===== config.mk =====
export PLATFORM = sky130hd
export DESIGN_NAME = tmr_pair
export DESIGN_NICKNAME = d
export VERILOG_FILES = /design/src/rtl/tmr_pkg.sv /design/src/rtl/tmr_pin.sv /design/src/rtl/tmr_channel.sv /design/src/rtl/tmr_pair.sv
export SDC_FILE = /design/constraint.sdc
export NUM_CORES = 1
export LEC_CHECK = 0
export ABC_AREA = 1
export BUFFER_PORTS_ARGS = -buffer_cell sky130_fd_sc_hd__buf_2
export CAP_MARGIN = 5
export CORE_MARGIN = 2
export CORE_UTILIZATION = 24
export DETAILED_ROUTE_END_ITERATION = 8
export PLACE_DENSITY = 0.45
export REMOVE_ABC_BUFFERS = 1
export SYNTH_ARGS = -nofsm -noshare
export SYNTH_HDL_FRONTEND = slang
export SYNTH_SLANG_ARGS = --single-unit

===== constraint.sdc =====
create_clock -name clk -period 2.61 [get_ports clk]
set_input_delay 0.261 -clock clk [delete_from_list [all_inputs] [get_ports clk]]
set_output_delay 0.261 -clock clk [all_outputs]
set_load 0.1 [all_outputs]

===== src/rtl/tmr_pkg.sv =====
package tmr_pkg;
   typedef enum logic [2:0] {
      TM_PRE13  = 3'd0,
      TM_FULL16 = 3'd1,
      TM_AUTO8  = 3'd2,
      TM_SPLIT  = 3'd3,
      TM_PWM8   = 3'd6
   } tmr_mode_e;
endpackage


===== src/rtl/tmr_pin.sv =====
module tmr_pin #(
   parameter int SYNC_STAGES = 2
) (
   input  logic clk,
   input  logic rst_n,
   input  logic pin_in,
   input  logic tog_en,
   input  logic pwm_mode,
   input  logic pwm_lvl,
   input  logic evt,
   output logic fall,
   output logic tog_q,
   output logic pin_out,
   output logic pin_oe
);
   localparam int TAPS = SYNC_STAGES + 1;
   logic [TAPS-1:0] sync_q;

   always_ff @(posedge clk or negedge rst_n) begin
      if (!rst_n) sync_q <= '1;
      else        sync_q <= {sync_q[TAPS-2:0], pin_in};
   end

   assign fall = sync_q[TAPS-1] & ~sync_q[TAPS-2];

   always_ff @(posedge clk or negedge rst_n) begin
      if (!rst_n)       tog_q <= 1'b1;
      else if (!tog_en) tog_q <= 1'b1;
      else if (evt)     tog_q <= ~tog_q;
   end

   assign pin_oe  = tog_en | pwm_mode;
   assign pin_out = pwm_mode ? pwm_lvl : tog_q;
endmodule


===== src/rtl/tmr_channel.sv =====
module tmr_channel
   import tmr_pkg::*;
#(
   parameter int BYTE_W        = 8,
   parameter int PRESCALE_BITS = 5,
   parameter bit SPLIT_EN      = 1'b0
) (
   input  logic              clk,
   input  logic              rst_n,
   input  tmr_mode_e         mode,
   input  logic              inc,
   input  logic              hi_inc,
   input  logic              wr_lo,
   input  logic              wr_hi,
   input  logic [BYTE_W-1:0] wr_data,
   output logic [BYTE_W-1:0] lo,
   output logic [BYTE_W-1:0] hi,
   output logic              ovf,
   output logic              hi_ovf,
   output logic              pwm
);
   localparam int P = PRESCALE_BITS;
   logic [BYTE_W-1:0] lo_n, hi_n;
   logic              split_live;
   logic [P-1:0]      pre;

   generate
      if (SPLIT_EN) begin : g_split
         assign split_live = 1'b1;
      end else begin : g_frozen
         assign split_live = 1'b0;
      end
   endgenerate

   assign pre = lo[P-1:0];

   always_comb begin
      lo_n   = lo;
      hi_n   = hi;
      ovf    = 1'b0;
      hi_ovf = 1'b0;
      if (!(wr_lo || wr_hi)) begin
         unique case (mode)
            TM_PRE13: if (inc) begin
               if (&pre) begin
                  lo_n[P-1:0] = '0;
                  hi_n        = hi + 1'b1;
                  ovf         = &hi;
               end else begin
                  lo_n[P-1:0] = pre + 1'b1;
               end
            end
            TM_FULL16: if (inc) begin
               {hi_n, lo_n} = {hi, lo} + 1'b1;
               ovf          = &{hi, lo};
            end
            TM_AUTO8: if (inc) begin
               lo_n = (&lo) ? hi : lo + 1'b1;
               ovf  = &lo;
            end
            TM_SPLIT: if (split_live) begin
               if (inc) begin
                  lo_n = lo + 1'b1;
                  ovf  = &lo;
               end
               if (hi_inc) begin
                  hi_n   = hi + 1'b1;
                  hi_ovf = &hi;
               end
            end
            TM_PWM8: if (inc) begin
               lo_n = lo + 1'b1;
               ovf  = &lo;
            end
            default: ;
         endcase
      end
      if (wr_lo) lo_n = wr_data;
      if (wr_hi) hi_n = wr_data;
   end

   always_ff @(posedge clk or negedge rst_n) begin
      if (!rst_n) begin
         lo <= '0;
         hi <= '0;
      end else begin
         lo <= lo_n;
         hi <= hi_n;
      end
   end

   assign pwm = lo < hi;
endmodule


===== src/rtl/tmr_pair.sv =====
module tmr_pair
   import tmr_pkg::*;
#(
   parameter int BYTE_W        = 8,
   parameter int PRESCALE_BITS = 5,
   parameter int SYNC_STAGES   = 2
) (
   input  logic              clk,
   input  logic              rst_n,
   input  logic [1:0]        run_en,
   input  logic [1:0]        ext_sel,
   input  logic [1:0]        tog_en,
   input  logic [2:0]        mode_t0,
   input  logic [2:0]        mode_t1,
   input  logic              wr_en,
   input  logic [1:0]        wr_sel,
   input  logic [BYTE_W-1:0] wr_data,
   input  logic [1:0]        rd_sel,
   output logic [BYTE_W-1:0] rd_data,
   input  logic [1:0]        flag_clr,
   output logic [1:0]        ovf_flag,
   output logic              t1_tick,
   input  logic [1:0]        pin_in,
   output logic [1:0]        pin_out,
   output logic [1:0]        pin_oe
);
   localparam int NCH = 2;

   generate
      if (PRESCALE_BITS < 1 || PRESCALE_BITS >= BYTE_W) begin : g_bad_pre
         $error("tmr_pair: PRESCALE_BITS must lie in 1..BYTE_W-1");
      end
      if (SYNC_STAGES < 2) begin : g_bad_sync
         $error("tmr_pair: SYNC_STAGES must be at least 2");
      end
   endgenerate

   tmr_mode_e                     mode_v [NCH];
   logic [NCH-1:0][BYTE_W-1:0]    cnt_lo, cnt_hi;
   logic [NCH-1:0]                ovf, hi_ovf, pwm, fall, inc, wr_ch, set_evt, tog_st;
   logic [NCH-1:0]                hi_inc;
   logic                          split0;

   assign mode_v[0] = tmr_mode_e'(mode_t0);
   assign mode_v[1] = tmr_mode_e'(mode_t1);
   assign split0    = (mode_v[0] == TM_SPLIT);
   assign hi_inc    = {1'b0, run_en[1]};

   assign set_evt[0] = ovf[0];
   assign set_evt[1] = split0 ? hi_ovf[0] : ovf[1];

   for (genvar ch = 0; ch < NCH; ch++) begin : g_ch
      assign wr_ch[ch] = wr_en && (wr_sel[1] == ch[0]);
      assign inc[ch]   = run_en[ch] & (ext_sel[ch] ? (fall[ch] & ~tog_en[ch]) : 1'b1);

      tmr_pin #(.SYNC_STAGES(SYNC_STAGES)) u_pin (
         .clk      (clk),
         .rst_n    (rst_n),
         .pin_in   (pin_in[ch]),
         .tog_en   (tog_en[ch]),
         .pwm_mode (mode_v[ch] == TM_PWM8),
         .pwm_lvl  (pwm[ch]),
         .evt      (set_evt[ch]),
         .fall     (fall[ch]),
         .tog_q    (tog_st[ch]),
         .pin_out  (pin_out[ch]),
         .pin_oe   (pin_oe[ch])
      );

      tmr_channel #(
         .BYTE_W        (BYTE_W),
         .PRESCALE_BITS (PRESCALE_BITS),
         .SPLIT_EN      (ch == 0)
      ) u_chan (
         .clk     (clk),
         .rst_n   (rst_n),
         .mode    (mode_v[ch]),
         .inc     (inc[ch]),
         .hi_inc  (hi_inc[ch]),
         .wr_lo   (wr_ch[ch] && !wr_sel[0]),
         .wr_hi   (wr_ch[ch] &&  wr_sel[0]),
         .wr_data (wr_data),
         .lo      (cnt_lo[ch]),
         .hi      (cnt_hi[ch]),
         .ovf     (ovf[ch]),
         .hi_ovf  (hi_ovf[ch]),
         .pwm     (pwm[ch])
      );

      always_ff @(posedge clk or negedge rst_n) begin
         if (!rst_n)            ovf_flag[ch] <= 1'b0;
         else if (set_evt[ch])  ovf_flag[ch] <= 1'b1;
         else if (flag_clr[ch]) ovf_flag[ch] <= 1'b0;
      end
   end

   always_ff @(posedge clk or negedge rst_n) begin
      if (!rst_n) t1_tick <= 1'b0;
      else        t1_tick <= ovf[1];
   end

   always_comb begin
      unique case (rd_sel)
         2'd0:    rd_data = cnt_lo[0];
         2'd1:    rd_data = cnt_hi[0];
         2'd2:    rd_data = cnt_lo[1];
         default: rd_data = cnt_hi[1];
      endcase
   end
endmodule


==> impl_metrics.json <==
{
  "grt_pass1_wl_mm": 21.6,
  "tightest_slew_ns": 0.502,
  "htreeDepth": 2,
  "ys_warn_count": 0,
  "wl_per_cell_um": 15.3,
  "cts_tree": "yes",
  "finalCritPeriodShare_pct": 94.0,
  "syn_inst": 592,
  "status": "complete, no violations",
  "coreArea_mm2": 0.0159,
  "yosys-top-cells-area": "dfrtp_1 (22%), nand2_1 (19%), nand3_1 (8.0%), ha_1 (6.4%), inv_1 (6.3%)",
  "grt_max_degree": 30,
  "timing.final.ws_setup_ns": 0.156,
  "p_leak_nw": 2.32,
  "relSlewSlack_pct": 66.8,
  "clkSlewWorstSetupHoldPaths_ns": 0.06,
  "hold_viol": 0,
  "overflow": 0,
  "p_per_area_mw_per_mm2": 733,
  "final_cells": 864,
  "synth-edff-count": 0,
  "cp.arrival_ns": 2.19,
  "firstDrtPassIters": 5,
  "synth_top_area_share_pct": 22.4,
  "pre_cts_ws_ns": 0.469,
  "synth_cell_types": 39,
  "drtAntennaViolNets": 0,
  "syn_area_per_cell_um2": 6.62,
  "cts_setup_buffers": 0,
  "worstPathRequired_ns": 2.35,
  "wirelength_mm": 13.2,
  "stdcell_area_mm2": 0.00460,
  "die-height_um": 132,
  "cts_buffers": 5,
  "setup_viol_count_final": 0,
  "critical_path.startpoint_type": "register",
  "max_freq_mhz": 408,
  "io_pins": 46,
  "layout.nets": 698,
  "dp.cells": 855,
  "drv_slew": 0,
  "synth_seq_cells": 43,
  "fin_crit_ns": 2.45,
  "ys_seq_area_share_pct": 27.7,
  "rsz0062_at_grt": "no",
  "cts_sinks": 43,
  "route.detailed.drc": 0,
  "area_growth_pct": 17.3,
  "grt_pass1_vias": 4053,
  "path_class": "register to output pin",
  "drt_iter0_drc": 208,
  "fin_skew_ns": 0.00418,
  "portBuffers": 45,
  "die_area_mm2": 0.0174,
  "synth_common_cells": "nand2_1 (202), inv_1 (66), nand3_1 (63), dfrtp_1 (35), nor2_1 (32)",
  "post_cts_resized": 0,
  "rows": 46,
  "dpl_cell_area_mm2": 0.00443,
  "ys.flop_type": "dfrtp_1",
  "synth_area_leader_cell": "dfrtp_1",
  "syn_area_mm2": 0.00392,
  "via_count": 4048,
  "utilization_pct": 28.8,
  "critPathMaxFanout": 7,
  "holdWs_ns": 0.0619,
  "maxCapViolations": 0,
  "drive_above_1_share_pct": 19.0,
  "async_flop_share_pct": 100,
  "synth_most_common_cell": "nand2_1",
  "viasPerCell": 4.69,
  "track_usage_pct": 15.5,
  "ir_worst_vdd_mv": 0.313,
  "antenna_found_initial": 0,
  "hold_buffers": 1,
  "hp-class": "primary input to register",
  "dp_hpwl_mm": 10.9,
  "gp_congestion": 0.887,
  "endpoint_kind": "output pin",
  "n_antenna_cell": 0,
  "die_w_um": 132,
  "start_util_pct": 24.6,
  "clock_latency_ns": 0.29,
  "cts-root-buf": "clkbuf_16",
  "clockBufferDepth": 2
}
==> report_power, final <==
group	switching, W	total (W)	internal (W)
Clock	0.000275	0.000684	0.000408
Sequential	0.000275	0.00110	0.000823
Combinational	0.00108	0.00159	0.000509
Total	0.00163	0.00337	0.00174
==> cell usage in the layout, fill, tap and decap left out, types with 2 or more instances in the layout <==
cell,count
nand4_1,11
a21oi_1,18
inv_1,66
nor2_1,32
a21o_1,3
or2_2,4
nand2_2,11
nor3_1,6
clkbuf_16,5
nor2_8,2
o21ai_1,4
nand3_1,63
nor2_4,6
buf_4,8
nand2_4,2
ha_1,20
nand3b_1,6
dfstp_2,8
clkbuf_8,2
buf_2,45
xor2_1,5
a21boi_1,2
nand2_1,202
inv_2,12
o211ai_1,13
nor2_2,6
dfrtp_1,35
a21oi_4,2
o21ai_0,26
nand3_2,6
a221oi_1,5
==> layer usage <==
layer | GRT usage, % | wire [um] | vias to the layer above
met5 | 0 | 0 | -
met4 | 3.99 | 234 | 0
met3 | 2.38 | 465 | 14
met2 | 27.1 | 6400 | 93
met1 | 20.1 | 6140 | 1885
li1 | - | - | 2056
==> critical path, stage by stage (launching register included) <==
cell and delay, ns:
dfrtp_1 0.46, inv_1 0.15, ha_1 0.31, a21oi_1 0.17, a21o_1 0.14, nand4_1 0.13
nand2_1 0.11, buf_2 0.43
==> metrics by stage <==
step / TNS, ns / power (W)
after global placement: 0 / 0.00268
after floorplan: -1.91 / 0.00220
after detailed placement: 0 / 0.00269
after CTS: 0 / 0.00340
final: 0 / 0.00337
after global routing: 0 / 0.00364
==> sequential cells by signal (all words and copies together), names as in the netlist <==
name,flops
g_ch.u_pin.sync_q,6
g_ch.u_chan.lo,16
ovf_flag,2
t1_tick,1
g_ch.u_pin.tog_q,2
g_ch.u_chan.hi,16
==> worst paths after layout <==
| path | start | slack (ns) | end | cells past startpoint |
|---|---|---|---|---|
| min reg2reg | g_ch[1].u_pin.sync_q[0]$_DFF_PN1_ | 0.36 | g_ch[1].u_pin.sync_q[1]$_DFF_PN1_ | 0 |
| max reg2reg | g_ch[0].u_chan.lo[1]$_DFFE_PN0P_ | 0.58 | g_ch[0].u_chan.hi[0]$_DFFE_PN0P_ | 11 |
| min in group asynchronous | rst_n | 0.42 | ovf_flag[0]$_DFFE_PN0P_ | 2 |
| min | pin_in[1] | 0.06 | g_ch[1].u_pin.sync_q[0]$_DFF_PN1_ | 1 |
| max | g_ch[1].u_chan.hi[3]$_DFFE_PN0P_ | 0.16 | pin_out[1] | 7 |
| max in group asynchronous | rst_n | 1.42 | g_ch[1].u_pin.sync_q[0]$_DFF_PN1_ | 3 |
==> layout make-up <==
class | instances | area, um^2
multi-input combinational | 465 | 2500
fill | 1784 | 11300
clock buffer | 8 | 156
inverter | 78 | 293
tap | 216 | 270
timing repair buffer | 54 | 295
sequential | 43 | 1090
==> kinds of logic (layout without fill, tap and decap cells) <==
kind of cell | count (synthesis) | in the layout | share of synthesized area, %
adders and majority gates | 20 | 20 | 6.39
and+or+nand+nor | 361 | 361 | 43.4
AOI/OAI and AO/OA | 77 | 77 | 12.3
xor gates and xnor gates | 6 | 6 | 1.34
buffers and inverters | 84 | 140 | 8.56
DFF | 43 | 43 | 27.7
muxes | 1 | 1 | 0.256
Note: power is estimated with default switching activity, not from simulation.
